`config.mk`:
```
export PLATFORM = sky130hd
export DESIGN_NAME = srp_repair_ctrl
export DESIGN_NICKNAME = d
export VERILOG_FILES = /design/src/rtl/srp_pkg.sv /design/src/rtl/srp_cell_table.sv /design/src/rtl/srp_counters.sv /design/src/rtl/srp_min_tracker.sv /design/src/rtl/srp_repair_ctrl.sv
export SDC_FILE = /design/constraint.sdc
export NUM_CORES = 1
export LEC_CHECK = 0
export ABC_AREA = 0
export BUFFER_PORTS_ARGS = -buffer_cell sky130_fd_sc_hd__buf_2
export CAP_MARGIN = 20
export CORE_ASPECT_RATIO = 0.75
export CORE_MARGIN = 1
export CORE_UTILIZATION = 57
export DETAILED_ROUTE_END_ITERATION = 12
export PLACE_DENSITY_LB_ADDON = 0.25
export SYNTH_ARGS = -nofsm -noshare
export SYNTH_HDL_FRONTEND = slang
export SYNTH_SLANG_ARGS = --single-unit
```
`constraint.sdc`:
```
create_clock -name clk -period 4.25 [get_ports clk]
set_input_delay 0.85 -clock clk [delete_from_list [all_inputs] [get_ports clk]]
set_output_delay 0.85 -clock clk [all_outputs]
set_load 0.02 [all_outputs]
```
`src/rtl/srp_pkg.sv`:
```
package srp_pkg;
    localparam int PRIO_W = 4;
    localparam int SIZE_W = 3;

    typedef enum logic [1:0] {
        CS_WORK    = 2'd0,
        CS_SPARE   = 2'd1,
        CS_REDUND  = 2'd2,
        CS_RETIRED = 2'd3
    } cell_state_e;

    function automatic logic [PRIO_W-1:0] init_prio(input int i, input logic red);
        if (red) return PRIO_W'(1);
        if (i % 5 == 0) return PRIO_W'(0);
        return PRIO_W'(2 + (i % 12));
    endfunction

    function automatic logic [SIZE_W-1:0] init_size(input int i);
        return SIZE_W'((i * 5) % (1 << SIZE_W));
    endfunction
endpackage

```
`src/rtl/srp_cell_table.sv`:
```
module srp_cell_table
    import srp_pkg::*;
#(
    parameter int N = 36,
    parameter int IDX_W = 6,
    parameter logic [N-1:0] SPARE_MASK = '0,
    parameter logic [N-1:0] REDUND_MASK = '0
) (
    input  logic                 clk,
    input  logic                 rst,
    input  logic [IDX_W-1:0]     ra_idx,
    output cell_state_e          ra_state,
    output logic [PRIO_W-1:0]    ra_prio,
    output logic [SIZE_W-1:0]    ra_size,
    input  logic [IDX_W-1:0]     rb_idx,
    output cell_state_e          rb_state,
    output logic [PRIO_W-1:0]    rb_prio,
    output logic [SIZE_W-1:0]    rb_size,
    input  logic                 wa_en,
    input  logic [IDX_W-1:0]     wa_idx,
    input  cell_state_e          wa_state,
    input  logic                 wa_prio_en,
    input  logic [PRIO_W-1:0]    wa_prio,
    input  logic                 wb_en,
    input  logic [IDX_W-1:0]     wb_idx,
    input  cell_state_e          wb_state
);
    localparam logic [IDX_W:0] N_LIM = (IDX_W+1)'(N);

    cell_state_e         st_q   [N];
    logic [PRIO_W-1:0]   prio_q [N];
    logic [SIZE_W-1:0]   size_c [N];

    for (genvar g = 0; g < N; g++) begin : g_size
        assign size_c[g] = init_size(g);
    end

    always_ff @(posedge clk) begin
        if (rst) begin
            for (int i = 0; i < N; i++) begin
                st_q[i]   <= SPARE_MASK[i] ? CS_SPARE : (REDUND_MASK[i] ? CS_REDUND : CS_WORK);
                prio_q[i] <= init_prio(i, REDUND_MASK[i]);
            end
        end else begin
            if (wa_en && ({1'b0, wa_idx} < N_LIM)) begin
                st_q[wa_idx] <= wa_state;
                if (wa_prio_en) prio_q[wa_idx] <= wa_prio;
            end
            if (wb_en && ({1'b0, wb_idx} < N_LIM)) st_q[wb_idx] <= wb_state;
        end
    end

    always_comb begin
        ra_state = CS_RETIRED; ra_prio = '0; ra_size = '0;
        rb_state = CS_RETIRED; rb_prio = '0; rb_size = '0;
        if ({1'b0, ra_idx} < N_LIM) begin
            ra_state = st_q[ra_idx]; ra_prio = prio_q[ra_idx]; ra_size = size_c[ra_idx];
        end
        if ({1'b0, rb_idx} < N_LIM) begin
            rb_state = st_q[rb_idx]; rb_prio = prio_q[rb_idx]; rb_size = size_c[rb_idx];
        end
    end

    // both write ports never target the same cell in one cycle
    assert_write_ports_disjoint_R9: assert property (@(posedge clk) disable iff (rst)
        (wa_en && wb_en) |-> (wa_idx != wb_idx));
endmodule

```
`src/rtl/srp_counters.sv`:
```
module srp_counters #(
    parameter int N = 36,
    parameter logic [N-1:0] SPARE_MASK = '0,
    parameter logic [N-1:0] REDUND_MASK = '0,
    localparam int CNT_W = $clog2(N + 1)
) (
    input  logic             clk,
    input  logic             rst,
    input  logic             spare_dec,
    input  logic             spare_inc,
    input  logic             red_dec,
    output logic [CNT_W-1:0] spare_cnt,
    output logic [CNT_W-1:0] red_cnt
);
    function automatic int ones(input logic [N-1:0] v);
        int c;
        c = 0;
        for (int i = 0; i < N; i++) c = c + (v[i] ? 1 : 0);
        return c;
    endfunction

    localparam logic [CNT_W-1:0] SPARE0 = CNT_W'(ones(SPARE_MASK));
    localparam logic [CNT_W-1:0] RED0   = CNT_W'(ones(REDUND_MASK));

    always_ff @(posedge clk) begin
        if (rst) begin
            spare_cnt <= SPARE0;
            red_cnt   <= RED0;
        end else begin
            if (spare_dec && !spare_inc) spare_cnt <= spare_cnt - CNT_W'(1);
            else if (spare_inc && !spare_dec) spare_cnt <= spare_cnt + CNT_W'(1);
            if (red_dec) red_cnt <= red_cnt - CNT_W'(1);
        end
    end

    assert_no_spare_underflow_R4: assert property (@(posedge clk) disable iff (rst)
        spare_dec |-> (spare_cnt != '0));
    assert_no_budget_underflow_R9: assert property (@(posedge clk) disable iff (rst)
        red_dec |-> (red_cnt != '0));
endmodule

```
`src/rtl/srp_min_tracker.sv`:
```
module srp_min_tracker #(
    parameter int IDX_W = 6,
    parameter int PRIO_W = 4
) (
    input  logic              clk,
    input  logic              rst,
    input  logic              clear,
    input  logic              cand,
    input  logic [IDX_W-1:0]  cand_idx,
    input  logic [PRIO_W-1:0] cand_prio,
    output logic              have,
    output logic [IDX_W-1:0]  best_idx,
    output logic [PRIO_W-1:0] best_prio
);
    always_ff @(posedge clk) begin
        if (rst || clear) begin
            have      <= 1'b0;
            best_idx  <= '0;
            best_prio <= '0;
        end else if (cand && (!have || cand_prio < best_prio)) begin
            have      <= 1'b1;
            best_idx  <= cand_idx;
            best_prio <= cand_prio;
        end
    end

    // once a candidate is held it is only dropped by clear
    assert_best_kept_R9: assert property (@(posedge clk) disable iff (rst)
        (have && !clear) |=> have);
    // a held best never gets worse without clear
    assert_best_monotone_R9: assert property (@(posedge clk) disable iff (rst)
        (have && !clear) |=> (best_prio <= $past(best_prio)));
endmodule

```
`src/rtl/srp_repair_ctrl.sv`:
```
module srp_repair_ctrl
    import srp_pkg::*;
#(
    parameter int N = 36,
    parameter int TILE = 9,
    parameter logic [N-1:0] SPARE_MASK  = N'(36'h0_0061_8000),
    parameter logic [N-1:0] REDUND_MASK = N'(36'h1_2000_0900),
    localparam int IDX_W = $clog2(N),
    localparam int CNT_W = $clog2(N + 1)
) (
    input  logic             clk,
    input  logic             rst,
    input  logic             flt_valid,
    input  logic [IDX_W-1:0] flt_idx,
    output logic             flt_ready,
    output logic             test_req,
    output logic [IDX_W-1:0] test_idx,
    input  logic             test_done,
    input  logic             test_transient,
    output logic             done,
    output logic [IDX_W-1:0] done_flt_idx,
    output logic [IDX_W-1:0] done_repl_idx,
    output logic             done_retired,
    output logic             degraded,
    output logic             halted
);
    localparam logic [IDX_W:0]   N_LIM = (IDX_W+1)'(N);
    localparam logic [IDX_W-1:0] LAST  = IDX_W'(N - 1);

    typedef enum logic [2:0] {
        ST_IDLE, ST_CHECK, ST_SPARE_SCAN, ST_TEST, ST_PRIO_SCAN, ST_PRIO_DONE, ST_HALT
    } fsm_e;

    fsm_e state_q, state_d;

    logic [IDX_W-1:0]  fidx_q, ptr_q, scan_end_q, repl_q;
    logic [PRIO_W-1:0] fprio_q;
    logic [SIZE_W-1:0] fsize_q;
    logic              found_q;

    cell_state_e       ra_state, rb_state, wa_state, wb_state;
    logic [PRIO_W-1:0] ra_prio, rb_prio, wa_prio;
    logic [SIZE_W-1:0] ra_size, rb_size;
    logic              wa_en, wa_prio_en, wb_en;
    logic [IDX_W-1:0]  wa_idx, wb_idx;

    logic              spare_dec, spare_inc, red_dec;
    logic [CNT_W-1:0]  spare_cnt, red_cnt;

    logic              trk_clear, trk_cand, trk_have;
    logic [IDX_W-1:0]  trk_best;
    logic [PRIO_W-1:0] trk_best_prio;

    logic              done_set, done_ret_d, set_halt, set_deg, accept, spare_hit;
    logic [IDX_W-1:0]  done_repl_d, sec_base, sec_end;
    int                sec_b_i, sec_e_i;

    srp_cell_table #(.N(N), .IDX_W(IDX_W), .SPARE_MASK(SPARE_MASK), .REDUND_MASK(REDUND_MASK)) table_i (
        .clk(clk), .rst(rst),
        .ra_idx(ptr_q), .ra_state(ra_state), .ra_prio(ra_prio), .ra_size(ra_size),
        .rb_idx(fidx_q), .rb_state(rb_state), .rb_prio(rb_prio), .rb_size(rb_size),
        .wa_en(wa_en), .wa_idx(wa_idx), .wa_state(wa_state), .wa_prio_en(wa_prio_en), .wa_prio(wa_prio),
        .wb_en(wb_en), .wb_idx(wb_idx), .wb_state(wb_state)
    );

    srp_counters #(.N(N), .SPARE_MASK(SPARE_MASK), .REDUND_MASK(REDUND_MASK)) cnt_i (
        .clk(clk), .rst(rst), .spare_dec(spare_dec), .spare_inc(spare_inc), .red_dec(red_dec),
        .spare_cnt(spare_cnt), .red_cnt(red_cnt)
    );

    srp_min_tracker #(.IDX_W(IDX_W), .PRIO_W(PRIO_W)) trk_i (
        .clk(clk), .rst(rst), .clear(trk_clear), .cand(trk_cand), .cand_idx(ptr_q),
        .cand_prio(ra_prio), .have(trk_have), .best_idx(trk_best), .best_prio(trk_best_prio)
    );

    always_comb begin
        sec_b_i = (int'(fidx_q) / TILE) * TILE;
        sec_e_i = sec_b_i + TILE - 1;
        if (sec_e_i > N - 1) sec_e_i = N - 1;
        sec_base = IDX_W'(sec_b_i);
        sec_end  = IDX_W'(sec_e_i);
    end

    assign flt_ready = (state_q == ST_IDLE);
    assign test_req  = (state_q == ST_TEST);
    assign test_idx  = fidx_q;
    assign accept    = flt_ready && flt_valid && ({1'b0, flt_idx} < N_LIM);
    assign spare_hit = (ra_state == CS_SPARE) && (ra_size >= fsize_q);

    always_comb begin
        state_d = state_q;
        wa_en = 1'b0; wa_idx = ptr_q; wa_state = CS_WORK; wa_prio_en = 1'b0; wa_prio = fprio_q;
        wb_en = 1'b0; wb_idx = fidx_q; wb_state = CS_RETIRED;
        spare_dec = 1'b0; spare_inc = 1'b0; red_dec = 1'b0;
        trk_clear = 1'b0; trk_cand = 1'b0;
        done_set = 1'b0; done_repl_d = fidx_q; done_ret_d = 1'b0;
        set_halt = 1'b0; set_deg = 1'b0;
        unique case (state_q)
            ST_IDLE: if (accept) state_d = ST_CHECK;
            ST_CHECK: begin
                if (rb_state != CS_WORK)      state_d = ST_IDLE;
                else if (spare_cnt != '0)     state_d = ST_SPARE_SCAN;
                else                          state_d = ST_TEST;
            end
            ST_SPARE_SCAN: begin
                if (spare_hit) begin
                    wa_en = 1'b1; wa_prio_en = 1'b1;
                    spare_dec = 1'b1;
                    state_d = ST_TEST;
                end else if (ptr_q == scan_end_q) begin
                    state_d = ST_TEST;
                end
            end
            ST_TEST: if (test_done) begin
                if (found_q) begin
                    done_set = 1'b1; done_repl_d = repl_q; state_d = ST_IDLE;
                    if (test_transient) begin
                        wa_en = 1'b1; wa_idx = repl_q; wa_state = CS_SPARE; spare_inc = 1'b1;
                    end else begin
                        wb_en = 1'b1; done_ret_d = 1'b1;
                    end
                end else if (test_transient) begin
                    done_set = 1'b1; state_d = ST_IDLE;
                end else if (red_cnt == '0) begin
                    wb_en = 1'b1; done_set = 1'b1; done_ret_d = 1'b1; set_halt = 1'b1;
                    state_d = ST_HALT;
                end else if (fprio_q == '0) begin
                    wb_en = 1'b1; done_set = 1'b1; done_ret_d = 1'b1; state_d = ST_IDLE;
                end else begin
                    trk_clear = 1'b1; state_d = ST_PRIO_SCAN;
                end
            end
            ST_PRIO_SCAN: begin
                trk_cand = ((ra_state == CS_WORK) || (ra_state == CS_REDUND)) &&
                           (ptr_q != fidx_q) && (ra_size >= fsize_q);
                if (ptr_q == LAST) state_d = ST_PRIO_DONE;
            end
            ST_PRIO_DONE: begin
                wb_en = 1'b1; done_set = 1'b1; done_ret_d = 1'b1;
                if (trk_have) begin
                    wa_en = 1'b1; wa_idx = trk_best; wa_prio_en = 1'b1;
                    red_dec = 1'b1; set_deg = 1'b1; done_repl_d = trk_best;
                    state_d = ST_IDLE;
                end else begin
                    set_halt = 1'b1; state_d = ST_HALT;
                end
            end
            ST_HALT: state_d = ST_HALT;
            default: state_d = ST_IDLE;
        endcase
    end

    always_ff @(posedge clk) begin
        if (rst) state_q <= ST_IDLE;
        else     state_q <= state_d;
    end

    always_ff @(posedge clk) begin
        if (rst) begin
            fidx_q <= '0; ptr_q <= '0; scan_end_q <= '0; repl_q <= '0;
            fprio_q <= '0; fsize_q <= '0; found_q <= 1'b0;
        end else begin
            unique case (state_q)
                ST_IDLE: if (accept) fidx_q <= flt_idx;
                ST_CHECK: begin
                    fprio_q <= rb_prio; fsize_q <= rb_size;
                    ptr_q <= sec_base; scan_end_q <= sec_end; found_q <= 1'b0;
                end
                ST_SPARE_SCAN: begin
                    if (spare_hit) begin
                        found_q <= 1'b1; repl_q <= ptr_q;
                    end else if (ptr_q != scan_end_q) begin
                        ptr_q <= ptr_q + IDX_W'(1);
                    end
                end
                ST_TEST:      ptr_q <= '0;
                ST_PRIO_SCAN: if (ptr_q != LAST) ptr_q <= ptr_q + IDX_W'(1);
                default: ;
            endcase
        end
    end

    always_ff @(posedge clk) begin
        if (rst) begin
            done <= 1'b0; done_flt_idx <= '0; done_repl_idx <= '0; done_retired <= 1'b0;
            degraded <= 1'b0; halted <= 1'b0;
        end else begin
            done <= done_set;
            if (done_set) begin
                done_flt_idx  <= fidx_q;
                done_repl_idx <= done_repl_d;
                done_retired  <= done_ret_d;
            end
            if (set_deg)  degraded <= 1'b1;
            if (set_halt) halted   <= 1'b1;
        end
    end

    assert_done_pulse_R12: assert property (@(posedge clk) disable iff (rst) done |=> !done);
    assert_halt_sticky_R11: assert property (@(posedge clk) disable iff (rst) halted |=> halted);
    assert_halt_blocks_R11: assert property (@(posedge clk) disable iff (rst) halted |-> !flt_ready);
    assert_degraded_sticky_R10: assert property (@(posedge clk) disable iff (rst) degraded |=> degraded);
    assert_busy_not_ready_R3: assert property (@(posedge clk) disable iff (rst) test_req |-> !flt_ready);
    assert_takeover_retires_R9: assert property (@(posedge clk) disable iff (rst)
        $rose(degraded) |-> (done && done_retired));
endmodule

```
=== After elaboration in Yosys (flattened, before gate mapping) ===
Memories as Yosys holds them, arrays and structs flattened. A register that Yosys moved wholly into a read port is not among the register bits.
Cells that the tools add are included.

* Register bits after elaboration: 74
* Bits in writable memories: 216
* ROM bits: 384
* Bits of input ports: 11
* Output and inout bits: 24
* Logic and storage cells: 227
* Memories kept: 4

{| class="wikitable"
|+ Memories
! name !! words !! width !! read ports !! clocked after Yosys merged registers in !! write ports !! line !! RTL
|-
| (no name shown) || 64 || 3 || 1 || 0 || 0 || srp_cell_table.sv:60 || <nowiki>rb_state = st_q[rb_idx]; rb_prio = prio_q[rb_idx]; rb_size = size_c[rb_idx];</nowiki>
|-
| (no name shown) || 64 || 3 || 1 || 0 || 0 || srp_cell_table.sv:57 || <nowiki>ra_state = st_q[ra_idx]; ra_prio = prio_q[ra_idx]; ra_size = size_c[ra_idx];</nowiki>
|-
| table_i.prio_q || 36 || 4 || 2 || 2 || 36 || srp_cell_table.sv:31 || <nowiki>logic [PRIO_W-1:0] prio_q [N];</nowiki>
|-
| table_i.st_q || 36 || 2 || 2 || 2 || 36 || srp_cell_table.sv:30 || <nowiki>cell_state_e st_q [N];</nowiki>
|}

* Add/subtract/negate cells: 6
* Multiply operators: 1
* Divide/modulo/power cells: 1
* Magnitude comparators: 9
* Eq/ne operators: 21
* Muxes and demuxes: 131
* Bitwise operators: 2
* Reduce and logical (&&, ||, !) cells: 33

{| class="wikitable"
|+ Operator list
! operator !! count
|-
| two-way mux 6 bit || 24
|-
| two-way mux 4 bit || 20
|-
| two-way mux 3 bit || 19
|-
| two-way mux 1 bit || 51
|-
| adder 32 x 5 -> 32 bit, second input constant || 1
|-
| divider 7 x 5 -> 32 bit, second input constant || 1
|-
| greater-than comparator 32 x 7 -> 1 bit, second input constant || 1
|-
| multiplier 32 x 5 -> 32 bit, second input constant || 1
|-
| subtractor 32 x 2 -> 32 bit, second input constant || 1
|-
| < comparator 6 bit, second input constant || 4
|-
| case mux 6 bit (2 select lines) || 2
|-
| case mux 6 bit (4 select lines) || 1
|-
| case mux 3 bit (7 select lines) || 1
|-
| greater-or-equal comparator 7 bit, second input constant || 2
|-
| two-way mux 2 bit || 7
|-
| NOT 6 -> 7 bit || 2
|-
| adder 6 x 1 -> 6 bit, second input constant || 2
|-
| inequality test 6 bit || 2
|-
| subtractor 6 x 1 -> 6 bit, second input constant || 2
|-
| logical AND 1 bit || 10
|-
| inequality test 2 bit, second input constant || 5
|-
| case mux 1 bit (2 select lines) || 5
|-
| equality test 3 bit, second input constant || 3
|-
| AND reduction 4 bit || 2
|-
| 24 further kinds || 35
|}

=== Logic depth before layout (Yosys ltp) ===
* Depth in word-level cells: 15
* Depth in mapped cells: 24
* Gate-level depth less buffers: 21

=== By module ===
From an unflattened synthesis, not the netlist that was laid out.

* Cell total of the unflattened synthesis: 1652
* Area, all modules: 18008.5 µm²

{| class="wikitable"
|+ Modules (own cells, without submodules)
! module !! times used !! cells each !! area each (µm²) !! sequential area each (µm²)
|-
| srp_cell_table || 1 || 1105 || 13545.5 || 6606.3
|-
| srp_repair_ctrl || 1 || 387 || 3062.9 || 1021.0
|-
| srp_counters || 1 || 99 || 850.8 || 240.2
|-
| srp_min_tracker || 1 || 61 || 549.3 || 220.2
|}

=== Worst setup path after synthesis ===
No wires, ideal clock.

* Kind: flip-flop to flip-flop
* Start: reg ptr_q[4]
* End: reg cnt_i.spare_cnt[5]
* Library setup time: 71 ps
* Arrival: 4314 ps
* Required time: 4179 ps
* Slack: -134 ps
* Cell stages (with the launch flop): 24
* Buffers on the path: 3
* Clock period less this slack: 4384 ps
* Cells stage by stage: dfxtp_1 clkbuf_1 nor3_1 nand2b_1 clkbuf_1 nand2_1 ha_1 nand2b_1 a21o_1 a21oi_1 a2111o_1 o21a_2 or4_4 inv_2 buf_4 ha_1 ha_1 a21o_1 a21oi_1 o21bai_1 a21oi_1 xnor2_1 or3_1 a21oi_1

* Cells in the longest elaborated chain, start to end: 12
* Elaborated cells on any way between the ends: 17
* Those cells by class: 2 x order compare; 1 x eq/ne; 7 x mux; 1 x bitwise; 5 x reduce/logical; 1 x memory

{| class="wikitable"
|+ RTL lines
! element !! line !! RTL
|-
| from (decl) || srp_repair_ctrl.sv:36 || <nowiki>logic [IDX_W-1:0] fidx_q, ptr_q, scan_end_q, repl_q;</nowiki>
|-
| from (signal assigned) || srp_repair_ctrl.sv:173 || <nowiki>ptr_q <= ptr_q + IDX_W'(1);</nowiki>
|-
| from (signal assigned) || srp_repair_ctrl.sv:177 || <nowiki>ST_PRIO_SCAN: if (ptr_q != LAST) ptr_q <= ptr_q + IDX_W'(1);</nowiki>
|-
| NOT 6 -> 7 bit (not written as such) || srp_cell_table.sv:57 ||
|-
| memory (64 x 3 bit) || - ||
|-
| two-way mux 3 bit (not written as such) (2 in a row) || srp_cell_table.sv:57 ||
|-
| two-way mux 3 bit || srp_cell_table.sv:56 || <nowiki>if ({1'b0, ra_idx} < N_LIM) begin</nowiki>
|-
| greater-or-equal comparator 3 bit || srp_repair_ctrl.sv:88 || <nowiki>assign spare_hit = (ra_state == CS_SPARE) && (ra_size >= fsize_q);</nowiki>
|-
| logical AND 1 bit * || srp_repair_ctrl.sv:88 ||
|-
| two-way mux 1 bit * || srp_repair_ctrl.sv:106 || <nowiki>if (spare_hit) begin</nowiki>
|-
| two-way mux 1 bit * || srp_repair_ctrl.sv:98 || <nowiki>unique case (state_q)</nowiki>
|-
| via cnt_i.spare_dec || srp_counters.sv:9 || <nowiki>input logic spare_dec,</nowiki>
|-
| zero test 1 bit || srp_counters.sv:31 || <nowiki>else if (spare_inc && !spare_dec) spare_cnt <= spare_cnt + CNT_W'(1);</nowiki>
|-
| logical AND 1 bit || srp_counters.sv:31 ||
|-
| nonzero test 2 bit (no line) || - ||
|-
| to (signal assigned) || srp_counters.sv:30 || <nowiki>if (spare_dec && !spare_inc) spare_cnt <= spare_cnt - CNT_W'(1);</nowiki>
|-
| to (signal assigned) || srp_counters.sv:31 ||
|-
| to (decl) || srp_counters.sv:12 || <nowiki>output logic [CNT_W-1:0] spare_cnt,</nowiki>
|}

The timed path passes the listed nets; every way through them passes the cells marked *. The select of a mux whose other input is x is not followed.
A chain may end at the register's enable or synchronous reset.

==> impl_results.md <==
* Status: completed
* Core Area at 41240 sq um
* GPL Wtd Cong at 1.037
* Initial Util at 0.5849
* Initial antenna violation count at 2
* CP Capture Type: flop
* Crit path buf inv count at 2
* Post-synth ARST share at 0
* First drt pass iteration count at 6
* Max incr delay on CP at 0.53 ns
* Cell internal pwr at 9.363 mW
* Slew HR at 0.2955
* Setup Crit Path Kind: flop to flop
* Final worst slack at 0.07908 ns
* Syn-to-layout area delta at 13.84%
* Total Wirelength at 73800 um
* Post-synthesis sequential area ratio at 0.4963
* CP Cell Sequence: buf_12 > mux4_2 > a22oi_2 > nand4_1 > a2111o_1 > o21a_2 > or4_4 > inv_2 > ha_2 > ha_1 > a21o_1 > a21oi_2 > o21bai_1 > a21oi_1 > xnor2_1 > or3_1 > a21oi_2
* First-pass GRT wire length at 110200 um
* Net count, final at 2220
* Worst EP required at 4.75 ns
* Power Density at 507.7 nW/um^2
* Warnings from Yosys at 0
* CP startpoint kind: flop
* Detailed-route DRC error count at 0
* CTS Root Cell: clkbuf_16
* Antenna viol nets, final at 0
* Finished layout cell area at 27460 sq um
* Final setup vio count at 0
* Mean number of vias per cell at 6.658
* Part of the power in registers at 0.392
* Die Ht at 180.1 um
* Ports at 35
* Main area contributors after synthesis: edfxtp_1 (32%), dfxtp_1 (18%), mux4_2 (17%)
* Area share of the leading cell type in the synthesized netlist at 0.3187
* Worst Hold Class: flop to flop
* Peak supply drop at 0.3025 mV
* I/O Buffers at 34
* Pins over their slew limit at 0
* Minimum clock period at 4.171 ns
* Die area at 43150 sq um
* Mean post-synth cell area at 11.78 sq um
* Critical-path top delay cell: mux4_2
* Largest net degree at the start of global routing at 96
* Final Util at 0.6658
* CTS sink count at 470
* Final Hold Vio Count at 0
* Switch Pwr at 4.578 mW
* Maximum root-to-sink buffer count at 3
* GR Overflow Total at 0
* Worst Clk Skew at 0.03034 ns
* Starting DRC count in detailed routing at 2711
* Vias at 18577
* Max Fanout on Critical Path at 7
* Comb power frac at 0.327
* CTS Buf Count at 46
* Post-synth EDFFs at 256
* RSZ-0062 raised after global routing: true
* Top_reg_cell synth: edfxtp_1
* Flops & latches, synth at 470
* Worst slew pin tran at 1.057 ns
* Clock power frac at 0.281
* HPWL after detailed placement at 51430 um
* Max_cap viols at 0
* Leakage at 9.535 nW
* H-tree lvl count at 2
* Worst slack at placement at -0.0004508 ns
* Most used cell, CP: a21oi_2
* Drt wl/cell at 26.45 um
* CTS tree: done
* Die W at 239.5 um
* Non-Filler Instances at 2790
* R2R setup slack at 0.08 ns
* Total GRT Usage at 0.3417
* Min Hold Slack at 0.3662 ns
* Post-route setup TNS at 0 ns
* Synthesized area at 24120 sq um
* Vias in the first global route at 17773
* Cell taking the most area after synthesis: edfxtp_1
* Period utilization at 0.9814
* Yosys cell types at 86
* Worst-Skew Late Latency at 0.59 ns
* Cells after DPL at 2688
* Std-Cell Rows at 64
* Synth Instances at 2047
* Final total power at 13.94 mW
* Largest delay share family, worst path: compound AO/OA/AOI/OAI gates
* DP Area at 25800 sq um
* Clk pin slew, worst setup/hold paths at 0.06 ns
* Layout cell share with drive strength beyond 1 at 0.2299
* Switching share of power at 0.3284
* Fmax at 239.8 MHz
* CP Data Arrival Time at 4.67 ns
## cell usage after synthesis (6+ instances only)
library cell  count
nand2b_1         21
a21oi_2           7
o32ai_1          26
dfxtp_1         214
or3_1            33
a211oi_1         36
a22oi_1          21
mux2_2            6
mux4_2          183
o21ai_1           6
a21o_1           12
clkbuf_1        170
xnor2_1          12
o211ai_1          9
xor2_1           11
mux2i_1          75
and3_1           42
buf_1            17
ha_1             17
nor2b_1          16
a21oi_1          97
or2_2             8
buf_2            17
edfxtp_1        256
nor3_1           43
nand2_1         136
nor4_1           11
nor2_1          226
o221ai_1          6
nand3_1          26
a221o_1           6
a31oi_1          12
a221oi_1         15
o21ai_0          68
and2_1           25
inv_1            54
## metal layers
metal,global-route usage,part of all wire,vias to the layer above
met4,0.09590,0.030,2
met3,0.1086,0.15,183
met1,0.5055,0.40,9120
met2,0.4822,0.42,1346
met5,0,0.00020,-
li1,-,-,7926
## worst reg2reg max path: stages, from the launching register on
cell      delay [ns]
dfxtp_4         0.37
buf_12          0.14
mux4_2          0.53
a22oi_2         0.20
nand4_1         0.13
a2111o_1        0.49
o21a_2          0.17
or4_4           0.43
inv_2           0.08
ha_2            0.19
ha_1            0.23
a21o_1          0.19
a21oi_2         0.16
o21bai_1        0.08
a21oi_1         0.15
xnor2_1         0.09
or3_1           0.33
a21oi_2         0.15
## power by group through the flow
stage          combinational (mW)  clock (mW)  sequential, mW
2_1_floorplan                2.92           0            5.43
6_report                     4.56        3.91            5.47
5_1_grt                      4.78        4.10            5.51
3_5_place_dp                 4.16           0            5.58
3_3_place_gp                 4.09           0            5.56
4_1_cts                      4.19        3.93            5.49
## sequential cells by signal, summed over array words and instances, names as in the netlist, 3 cells and up, named ones only
signal,flops
done_repl_idx,6
ptr_q,6
done_flt_idx,6
table_i.st_q,128
cnt_i.red_cnt,6
state_q,3
repl_q,6
test_idx,6
scan_end_q,6
fsize_q,3
trk_i.best_prio,4
cnt_i.spare_cnt,6
fprio_q,4
trk_i.best_idx,6
table_i.prio_q,256
## kinds of logic after synthesis
family,count (synthesis),share of synthesized area
and+or+nand+nor,606,0.1175
DFF,470,0.4963
AOI/OAI and AO/OA,392,0.1161
buffers and inverters,272,0.04669
muxes,264,0.2048
xor gates and xnor gates,23,0.008352
adders and majority gates,19,0.01006
other,1,0.0001555
## area by class of cell
type | instances | area [sq um]
diodes | 2 | 5.005
clock buffers | 65 | 1274
clock inverters | 19 | 120.1
fillers | 3096 | 13780
inverters | 56 | 210.2
multi-input cells | 1416 | 11490
flip-flops and latches | 470 | 11990
well taps | 561 | 701.9
repair buffers | 201 | 1667
## cells in the final DEF (no fill, tap or decap), types with 16 or more instances in the layout
| master | instances |
|---|---|
| nand2b_1 | 21 |
| o21ai_0 | 67 |
| conb_1 | 112 |
| mux2i_1 | 75 |
| ha_1 | 16 |
| edfxtp_1 | 256 |
| and3_1 | 42 |
| mux4_2 | 183 |
| nand3_1 | 26 |
| a21oi_1 | 95 |
| buf_2 | 33 |
| o32ai_1 | 26 |
| and2_1 | 25 |
| dfxtp_1 | 208 |
| a22oi_1 | 20 |
| nor2_1 | 226 |
| clkbuf_16 | 49 |
| inv_1 | 53 |
| buf_4 | 150 |
| nor2b_1 | 16 |
| nor3_1 | 41 |
| a211oi_1 | 35 |
| or3_1 | 33 |
| nand2_1 | 136 |
## path summary, 6_finish.rpt
kind,startpoint,end,cells past startpoint
worst max-delay path,flop,cnt_i.spare_cnt[5]$_SDFFE_PP0P_,17
worst max register to register,flop,cnt_i.spare_cnt[5]$_SDFFE_PP0P_,17
worst min-delay path,table_i.st_q[63][0]$_SDFFE_PP1P_,table_i.st_q[63][0]$_SDFFE_PP1P_,0
worst min register to register,table_i.st_q[63][0]$_SDFFE_PP1P_,table_i.st_q[63][0]$_SDFFE_PP1P_,0
## timing repair
| item | CTS | global route |
|---|---|---|
| gates cloned | 0 | 2 |
| endpoints found under the setup margin | 1 | 12 |
| hold buffers | 0 | 0 |
| endpoints found under the hold margin | 0 | 0 |
| setup buffers | 0 | 13 |
| resized for setup | 1 | 15 |
| pin swaps | 0 | 4 |
No activity file was read; power rests on OpenSTA's default activity.
